### src/rtl/aud_shift_pkg.sv
package aud_shift_pkg;

  localparam int unsigned BUF_W = 32;
  localparam int unsigned CNT_W = $clog2(BUF_W) + 1;

  typedef enum logic [1:0] {
    SZ_QUARTER = 2'd0,
    SZ_HALF    = 2'd1,
    SZ_FULL    = 2'd2,
    SZ_FULL_B  = 2'd3
  } size_e;

  typedef struct packed {
    size_e size;
    logic  right_just;
    logic  lsb_first;
    logic  repeat_last;
  } shift_cfg_t;

  function automatic logic [CNT_W-1:0] sample_len(input size_e code);
    case (code)
      SZ_QUARTER: return CNT_W'(BUF_W / 4);
      SZ_HALF:    return CNT_W'(BUF_W / 2);
      default:    return CNT_W'(BUF_W);
    endcase
  endfunction

  function automatic logic [BUF_W-1:0] bit_rev(input logic [BUF_W-1:0] v);
    logic [BUF_W-1:0] r;
    for (int i = 0; i < BUF_W; i++) r[i] = v[BUF_W-1-i];
    return r;
  endfunction

  // Puts the sample in line order with the first bit to send at the top.
  function automatic logic [BUF_W-1:0] tx_order(input logic [BUF_W-1:0] word,
                                                input shift_cfg_t cfg);
    logic [CNT_W-1:0] len;
    logic [CNT_W-1:0] pad;
    logic [BUF_W-1:0] top_al;
    len = sample_len(cfg.size);
    pad = CNT_W'(BUF_W) - len;
    if (cfg.right_just) top_al = word << pad;
    else                top_al = word & ~({BUF_W{1'b1}} >> len);
    return cfg.lsb_first ? bit_rev(top_al >> pad) : top_al;
  endfunction

  // acc holds received bits, first one at position len-1, zeros above.
  function automatic logic [BUF_W-1:0] rx_place(input logic [BUF_W-1:0] acc,
                                                input shift_cfg_t cfg);
    logic [CNT_W-1:0] len;
    logic [CNT_W-1:0] pad;
    logic [BUF_W-1:0] smp;
    len = sample_len(cfg.size);
    pad = CNT_W'(BUF_W) - len;
    smp = cfg.lsb_first ? (bit_rev(acc) >> pad) : acc;
    return cfg.right_just ? smp : (smp << pad);
  endfunction

endpackage

### src/rtl/aud_tx_serializer.sv
module aud_tx_serializer
  import aud_shift_pkg::*;
(
  input  logic             clk,
  input  logic             rst_n,
  input  shift_cfg_t       cfg,
  input  logic             frame_start,
  input  logic             drive_stb,
  input  logic [BUF_W-1:0] word_in,
  input  logic             word_valid,
  output logic             word_ready,
  output logic             sd_out,
  output logic             underrun_o
);

  logic [BUF_W-1:0] shreg;
  logic [BUF_W-1:0] last_word;
  logic [CNT_W-1:0] remain;
  logic             take;

  assign word_ready = frame_start;
  assign take       = frame_start && word_valid;

  always_ff @(posedge clk or negedge rst_n) begin
    if (!rst_n) begin
      shreg      <= '0;
      last_word  <= '0;
      remain     <= '0;
      underrun_o <= 1'b0;
    end else if (frame_start) begin
      if (take) begin
        last_word <= word_in;
        shreg     <= tx_order(word_in, cfg);
        remain    <= sample_len(cfg.size);
      end else begin
        underrun_o <= 1'b1;
        if (cfg.repeat_last) begin
          shreg  <= tx_order(last_word, cfg);
          remain <= sample_len(cfg.size);
        end else begin
          shreg  <= '0;
          remain <= '0;
        end
      end
    end else if (drive_stb && remain != '0) begin
      shreg  <= {shreg[BUF_W-2:0], 1'b0};
      remain <= remain - 1'b1;
    end
  end

  assign sd_out = (remain != '0) && shreg[BUF_W-1];


  underrun_sticky_chk: assert property (@(posedge clk) disable iff (!rst_n)
    underrun_o |=> underrun_o);


  underrun_set_chk: assert property (@(posedge clk) disable iff (!rst_n)
    (frame_start && !word_valid) |=> underrun_o);


  line_hold_chk: assert property (@(posedge clk) disable iff (!rst_n)
    (!frame_start && !drive_stb) |=> $stable(sd_out));

endmodule

### src/rtl/aud_rx_deserializer.sv
module aud_rx_deserializer
  import aud_shift_pkg::*;
(
  input  logic             clk,
  input  logic             rst_n,
  input  shift_cfg_t       cfg,
  input  logic             frame_start,
  input  logic             sample_stb,
  input  logic             sd_in,
  output logic [BUF_W-1:0] word_out,
  output logic             word_valid,
  input  logic             word_ready,
  output logic             overrun_o
);

  logic [BUF_W-1:0] acc;
  logic [BUF_W-1:0] acc_next;
  logic [CNT_W-1:0] remain;
  logic             capture;
  logic             done;

  assign capture  = !frame_start && sample_stb && (remain != '0);
  assign done     = capture && (remain == CNT_W'(1));
  assign acc_next = {acc[BUF_W-2:0], sd_in};

  always_ff @(posedge clk or negedge rst_n) begin
    if (!rst_n) begin
      acc    <= '0;
      remain <= '0;
    end else if (frame_start) begin
      acc    <= '0;
      remain <= sample_len(cfg.size);
    end else if (capture) begin
      acc    <= acc_next;
      remain <= remain - 1'b1;
    end
  end

  always_ff @(posedge clk or negedge rst_n) begin
    if (!rst_n) begin
      word_out   <= '0;
      word_valid <= 1'b0;
      overrun_o  <= 1'b0;
    end else if (done) begin
      if (word_valid && !word_ready) begin
        overrun_o <= 1'b1;
      end else begin
        word_out   <= rx_place(acc_next, cfg);
        word_valid <= 1'b1;
      end
    end else if (word_valid && word_ready) begin
      word_valid <= 1'b0;
    end
  end


  hold_word_chk: assert property (@(posedge clk) disable iff (!rst_n)
    (word_valid && !word_ready) |=> (word_valid && $stable(word_out)));


  overrun_sticky_chk: assert property (@(posedge clk) disable iff (!rst_n)
    overrun_o |=> overrun_o);


  valid_after_strobe_chk: assert property (@(posedge clk) disable iff (!rst_n)
    $rose(word_valid) |-> $past(sample_stb));

endmodule

### src/rtl/audio_shifter.sv
module audio_shifter
  import aud_shift_pkg::*;
(
  input  logic        clk,
  input  logic        rst_n,
  input  logic [1:0]  cfg_size,
  input  logic        cfg_right_just,
  input  logic        cfg_lsb_first,
  input  logic        cfg_repeat_last,
  input  logic        frame_start,
  input  logic        drive_stb,
  input  logic        sample_stb,
  input  logic [31:0] tx_word,
  input  logic        tx_valid,
  output logic        tx_ready,
  output logic        tx_sd,
  input  logic        rx_sd,
  output logic [31:0] rx_word,
  output logic        rx_valid,
  input  logic        rx_ready,
  output logic        underrun,
  output logic        overrun
);

  shift_cfg_t cfg;

  assign cfg.size        = size_e'(cfg_size);
  assign cfg.right_just  = cfg_right_just;
  assign cfg.lsb_first   = cfg_lsb_first;
  assign cfg.repeat_last = cfg_repeat_last;

  aud_tx_serializer u_tx (
    .clk         (clk),
    .rst_n       (rst_n),
    .cfg         (cfg),
    .frame_start (frame_start),
    .drive_stb   (drive_stb),
    .word_in     (tx_word),
    .word_valid  (tx_valid),
    .word_ready  (tx_ready),
    .sd_out      (tx_sd),
    .underrun_o  (underrun)
  );

  aud_rx_deserializer u_rx (
    .clk         (clk),
    .rst_n       (rst_n),
    .cfg         (cfg),
    .frame_start (frame_start),
    .sample_stb  (sample_stb),
    .sd_in       (rx_sd),
    .word_out    (rx_word),
    .word_valid  (rx_valid),
    .word_ready  (rx_ready),
    .overrun_o   (overrun)
  );


  tx_accept_chk: assert property (@(posedge clk) disable iff (!rst_n)
    tx_ready |-> frame_start);

endmodule

### config.mk
export PLATFORM = sky130hd
export DESIGN_NAME = audio_shifter
export DESIGN_NICKNAME = d
export VERILOG_FILES = /design/src/rtl/aud_shift_pkg.sv /design/src/rtl/aud_tx_serializer.sv /design/src/rtl/aud_rx_deserializer.sv /design/src/rtl/audio_shifter.sv
export SDC_FILE = /design/constraint.sdc
export NUM_CORES = 1
export LEC_CHECK = 0
export BUFFER_PORTS_ARGS = -buffer_cell sky130_fd_sc_hd__buf_2
export CAP_MARGIN = 0
export CORE_ASPECT_RATIO = 1.75
export CORE_MARGIN = 2
export CORE_UTILIZATION = 51
export DETAILED_ROUTE_END_ITERATION = 8
export GPL_TIMING_DRIVEN = 0
export PLACE_DENSITY = 0.72
export RECOVER_POWER = 50
export SKIP_CTS_REPAIR_TIMING = 1
export SLEW_MARGIN = 15
export SYNTH_ARGS = -nofsm -noshare
export SYNTH_HDL_FRONTEND = slang
export SYNTH_SLANG_ARGS = --single-unit
### constraint.sdc
create_clock -name clk -period 2.5 [get_ports clk]
set_input_delay 0.125 -clock clk [delete_from_list [all_inputs] [get_ports clk]]
set_output_delay 0.125 -clock clk [all_outputs]
set_load 0.03 [all_outputs]
==> results.md <==
- Part of the cycle the worst path needs: 98.21%
- Cts bufs inserted: 17
- Reg2reg path depth: 6
- Hold Path Depth: 3
- Layout area overhead: 16.35%
- R2r startpoint: u_tx.remain[2]
- Vias in the first global route: around 9700
- Yosys cell types: 75
- Avg Inst Size Synth: 8.314 µm²
- Startpoint Class: input port
- First-pass DRT Iterations: 6
- Starting Density: 52.00%
- Syn Nets: 1148
- Max transition margin: 19.48%
- Layout cell share with drive strength beyond 1: between 10% and 20%
- Crit path DAT: ~2.8 ns
- Flop pwr share: 38.7%
- Largest net degree at the start of global routing: 97
- Gate Count Post-Synth: roughly 1100
- Max Cap Viol: 0
- Worst-path maximum fanout: 10
- Total wire length: 44540 µm
- Top cells by count, synth: nand2_1 (215), dfrtp_1 (142), o21ai_0 (110)
- CTS tree: yes
- Crit-path cells: buf_2 -> buf_2 -> nand2b_4 -> ha_4 -> buf_4 -> clkbuf_4 -> o211ai_1 -> buf_4 -> o22ai_1 -> nor2_1 -> o21ai_0 -> a211o_1
- Top-count cell post-synth: nand2_1
- WL/cell: 30.55 µm
- Input/output buffers: 78
- Final Slew Violations: 0
- Clock sink total: 142
- Nets: 1264
- Worst EP required: 2.83 ns
- Min-Delay Startpoint: tx_word[19]
- First-pass GRT wire length: ~65000 µm
- Ranking of synthesized cells by area: dfrtp_1 (39%), nand2_1 (8.8%), o21ai_0 (6.0%), mux2i_1 (4.6%), nor2_1 (3.3%)
- Status: finished, violations left
- Die height: 180.9 µm
- Share of Yosys cell area claimed by the top area cell type: 38.96%
- WP buf/inv: 5
- Die area: 19010 µm²
- # setup viols final: 0
- # rows: 64
- Cell family with most CP delay: buffers and inverters
- Tmin final: 2.455 ns
- Deepest clock path buffer count: 2
- Failing checks: negative hold slack
- Psw: 0.002926 W
- CTS root buf: clkbuf_16
- Initial drt markers: 1440
- Worst min path class: in2reg
- Drt drc: 0
- Share of the yosys chip area belonging to registers: between 30% and 40%
- Mapped cell area: 9120 µm²
- Final hold vios: 3
- Initial antenna violation count: 0
- Final non-filler cell area: 10610 µm²
- Clock skew: 0.01186 ns
- Top Ports: between 80 and 90
- Detailed placement HPWL: 32050 µm
- Worst vdd rail ir drop: about 0.76 mV
- Die X: 105.1 µm
- F_max: 407.3 MHz
- Register clock-pin slew on the reported worst setup and hold paths: ~0.070 ns
- Asr flop ratio synth: 100.0%
- CP Class: in2reg
- Area after DPL: 9837 µm²
- Int Power: roughly 0.0047 W
- Worst hold slack: -0.01412 ns
- Vias: between 10000 and 15000
- Utilization after layout: 60.51%
- Ys flop type: dfrtp_1
- Comb power frac: 27.0%
- Actual slew at the worst max-slew pin: 1.208 ns
- Crit end category: register
- Number of flops mapped to enable cells by yosys: 0
- Reg2Reg Setup Slack: 0.09 ns
- Switching share of total power: about two fifths
- Clk_lat worst skew: around 0.45 ns
- Synth Register Bits: between 100 and 150
- Gpl congestion: 1.148
- Leak Pwr: roughly 4.5 nW
- Worst Hold Path EP: u_tx.last_word[19]
- ANT nets after route: 0
- Max H-tree Level: 4
- Pwr/cell area: 720.4 nW/µm²
- Number of synthesis warnings: 0
- Crit Reg-Reg Endpoint: u_tx.shreg[3]
- Total GRT Usage: between 40% and 50%
- CP max stage delay: 0.34 ns
- Worst path slowest cell: a211o_1
- Biggest area consumer among synthesized cells: dfrtp_1
- Gr ovfl total: 0
- Vias/cell: around 7
- Clock share of power: between 30% and 40%
- Core area: 17540 µm²
[cell type report]
| cell class | instances | area (µm²) |
|---|---|---|
| tap | 231 | 289.0 |
| timing repair buffer | 98 | 565.5 |
| fill | 1607 | 6925 |
| clock inverter | 15 | 166.4 |
| inverter | 23 | 86.33 |
| antenna | 1 | 2.502 |
| buffer | 96 | 431.7 |
| clock buffer | 17 | 425.4 |
| sequential | 142 | 3553 |
| multi-input combinational | 835 | 5091 |
[registers in the layout, indices dropped and copies added (netlist names)]
register,flops
u_tx.remain,6
u_tx.underrun_o,1
u_rx.remain,6
u_rx.acc,31
u_rx.overrun_o,1
u_tx.shreg,32
u_rx.word_valid,1
u_rx.word_out,32
u_tx.last_word,32
[kinds of logic (layout without fill, tap and decap cells)]
logic type / after synthesis / after routing / synth area share, %
buffers and inverters: 120 / 249 / 5.597
XOR/XNOR: 5 / 5 / 0.4803
other: 0 / 1 / 0
AO/OA/AOI/OAI: 387 / 387 / 29.04
adder cells (fa/ha/maj): 6 / 6 / 0.8231
multiplexers: 65 / 65 / 7.450
flip-flops: 142 / 142 / 38.96
AND/OR/NAND/NOR: 372 / 372 / 17.64
[worst reg2reg max path, cell delays in order, from the launching register on]
cell,delay [ns]
dfrtp_1,0.41
or3_1,0.43
o21ai_1,0.46
nand2_1,0.19
clkbuf_1,0.37
o311a_1,0.26
o21ai_0,0.19
[worst max path at each step]
| stage | startpoint | to | cells after the start |
|---|---|---|---|
| 3_5_place_dp | cfg_size[0] | u_tx.shreg[23] | 11 |
| 6_report | cfg_size[1] | u_tx.shreg[29] | 12 |
| 3_3_place_gp | cfg_size[0] | u_tx.shreg[23] | 11 |
| 2_1_floorplan | cfg_size[1] | u_tx.shreg[23] | 11 |
| 5_1_grt | cfg_size[1] | u_tx.shreg[29] | 12 |
| 4_1_cts | cfg_size[0] | u_tx.shreg[23] | 11 |
[power groups by stage]
| stage | combinational, W | sequential (W) | clock (W) |
|---|---|---|---|
| after floorplan | 0.00103 | 0.00311 | 0 |
| after global placement | 0.00196 | 0.00296 | 0 |
| after detailed placement | 0.00198 | 0.00297 | 0 |
| after CTS | 0.00199 | 0.00293 | 0.00265 |
| after global routing | 0.00219 | 0.00298 | 0.00274 |
| final | 0.00206 | 0.00296 | 0.00263 |
[placed cells by master, fill, tap and decap left out, drive strengths merged, types with 5 or more instances in the layout]
cell type    instances
a2111oi              5
a211oi              17
a21boi               7
a21o                 5
a21oi               47
a221o               11
a221oi              13
a22o                11
a22oi               15
a2bb2oi              7
a31oi               22
and2                 7
buf                104
clkbuf              89
dfrtp              142
dlygate4sd3         18
ha                   6
inv                 34
mux2                23
mux2i               42
nand2              215
nand2b               7
nand3               15
nor2                80
nor2b               16
nor3                 6
o211ai              17
o21a                13
o21ai              111
o221ai              18
o22a                 7
o22ai               13
o2bb2ai              7
[per-layer routing]
metal	up-vias	track usage, %	part of all wire [%]
met3	320	9.848	9.4
li1	4251	-	-
met4	0	43.36	12
met1	4796	52.35	32
met5	-	0.7937	0
met2	805	74.16	46
[through the flow]
stage | instances | power (W) | setup TNS, ns | setup WS (ns)
after floorplan | 1097 | 0.004139 | 0 | 0.1918
after global placement | 1406 | 0.004920 | -131.79 | -1.082
after detailed placement | 1407 | 0.004949 | -16.95 | -0.9865
after CTS | 1439 | 0.007573 | -5.694 | -0.5423
after global routing | 1457 | 0.007897 | -0.003910 | -0.003910
final | 1458 | 0.007645 | 0 | 0.04478
Note: power is estimated with default switching activity, not from simulation.
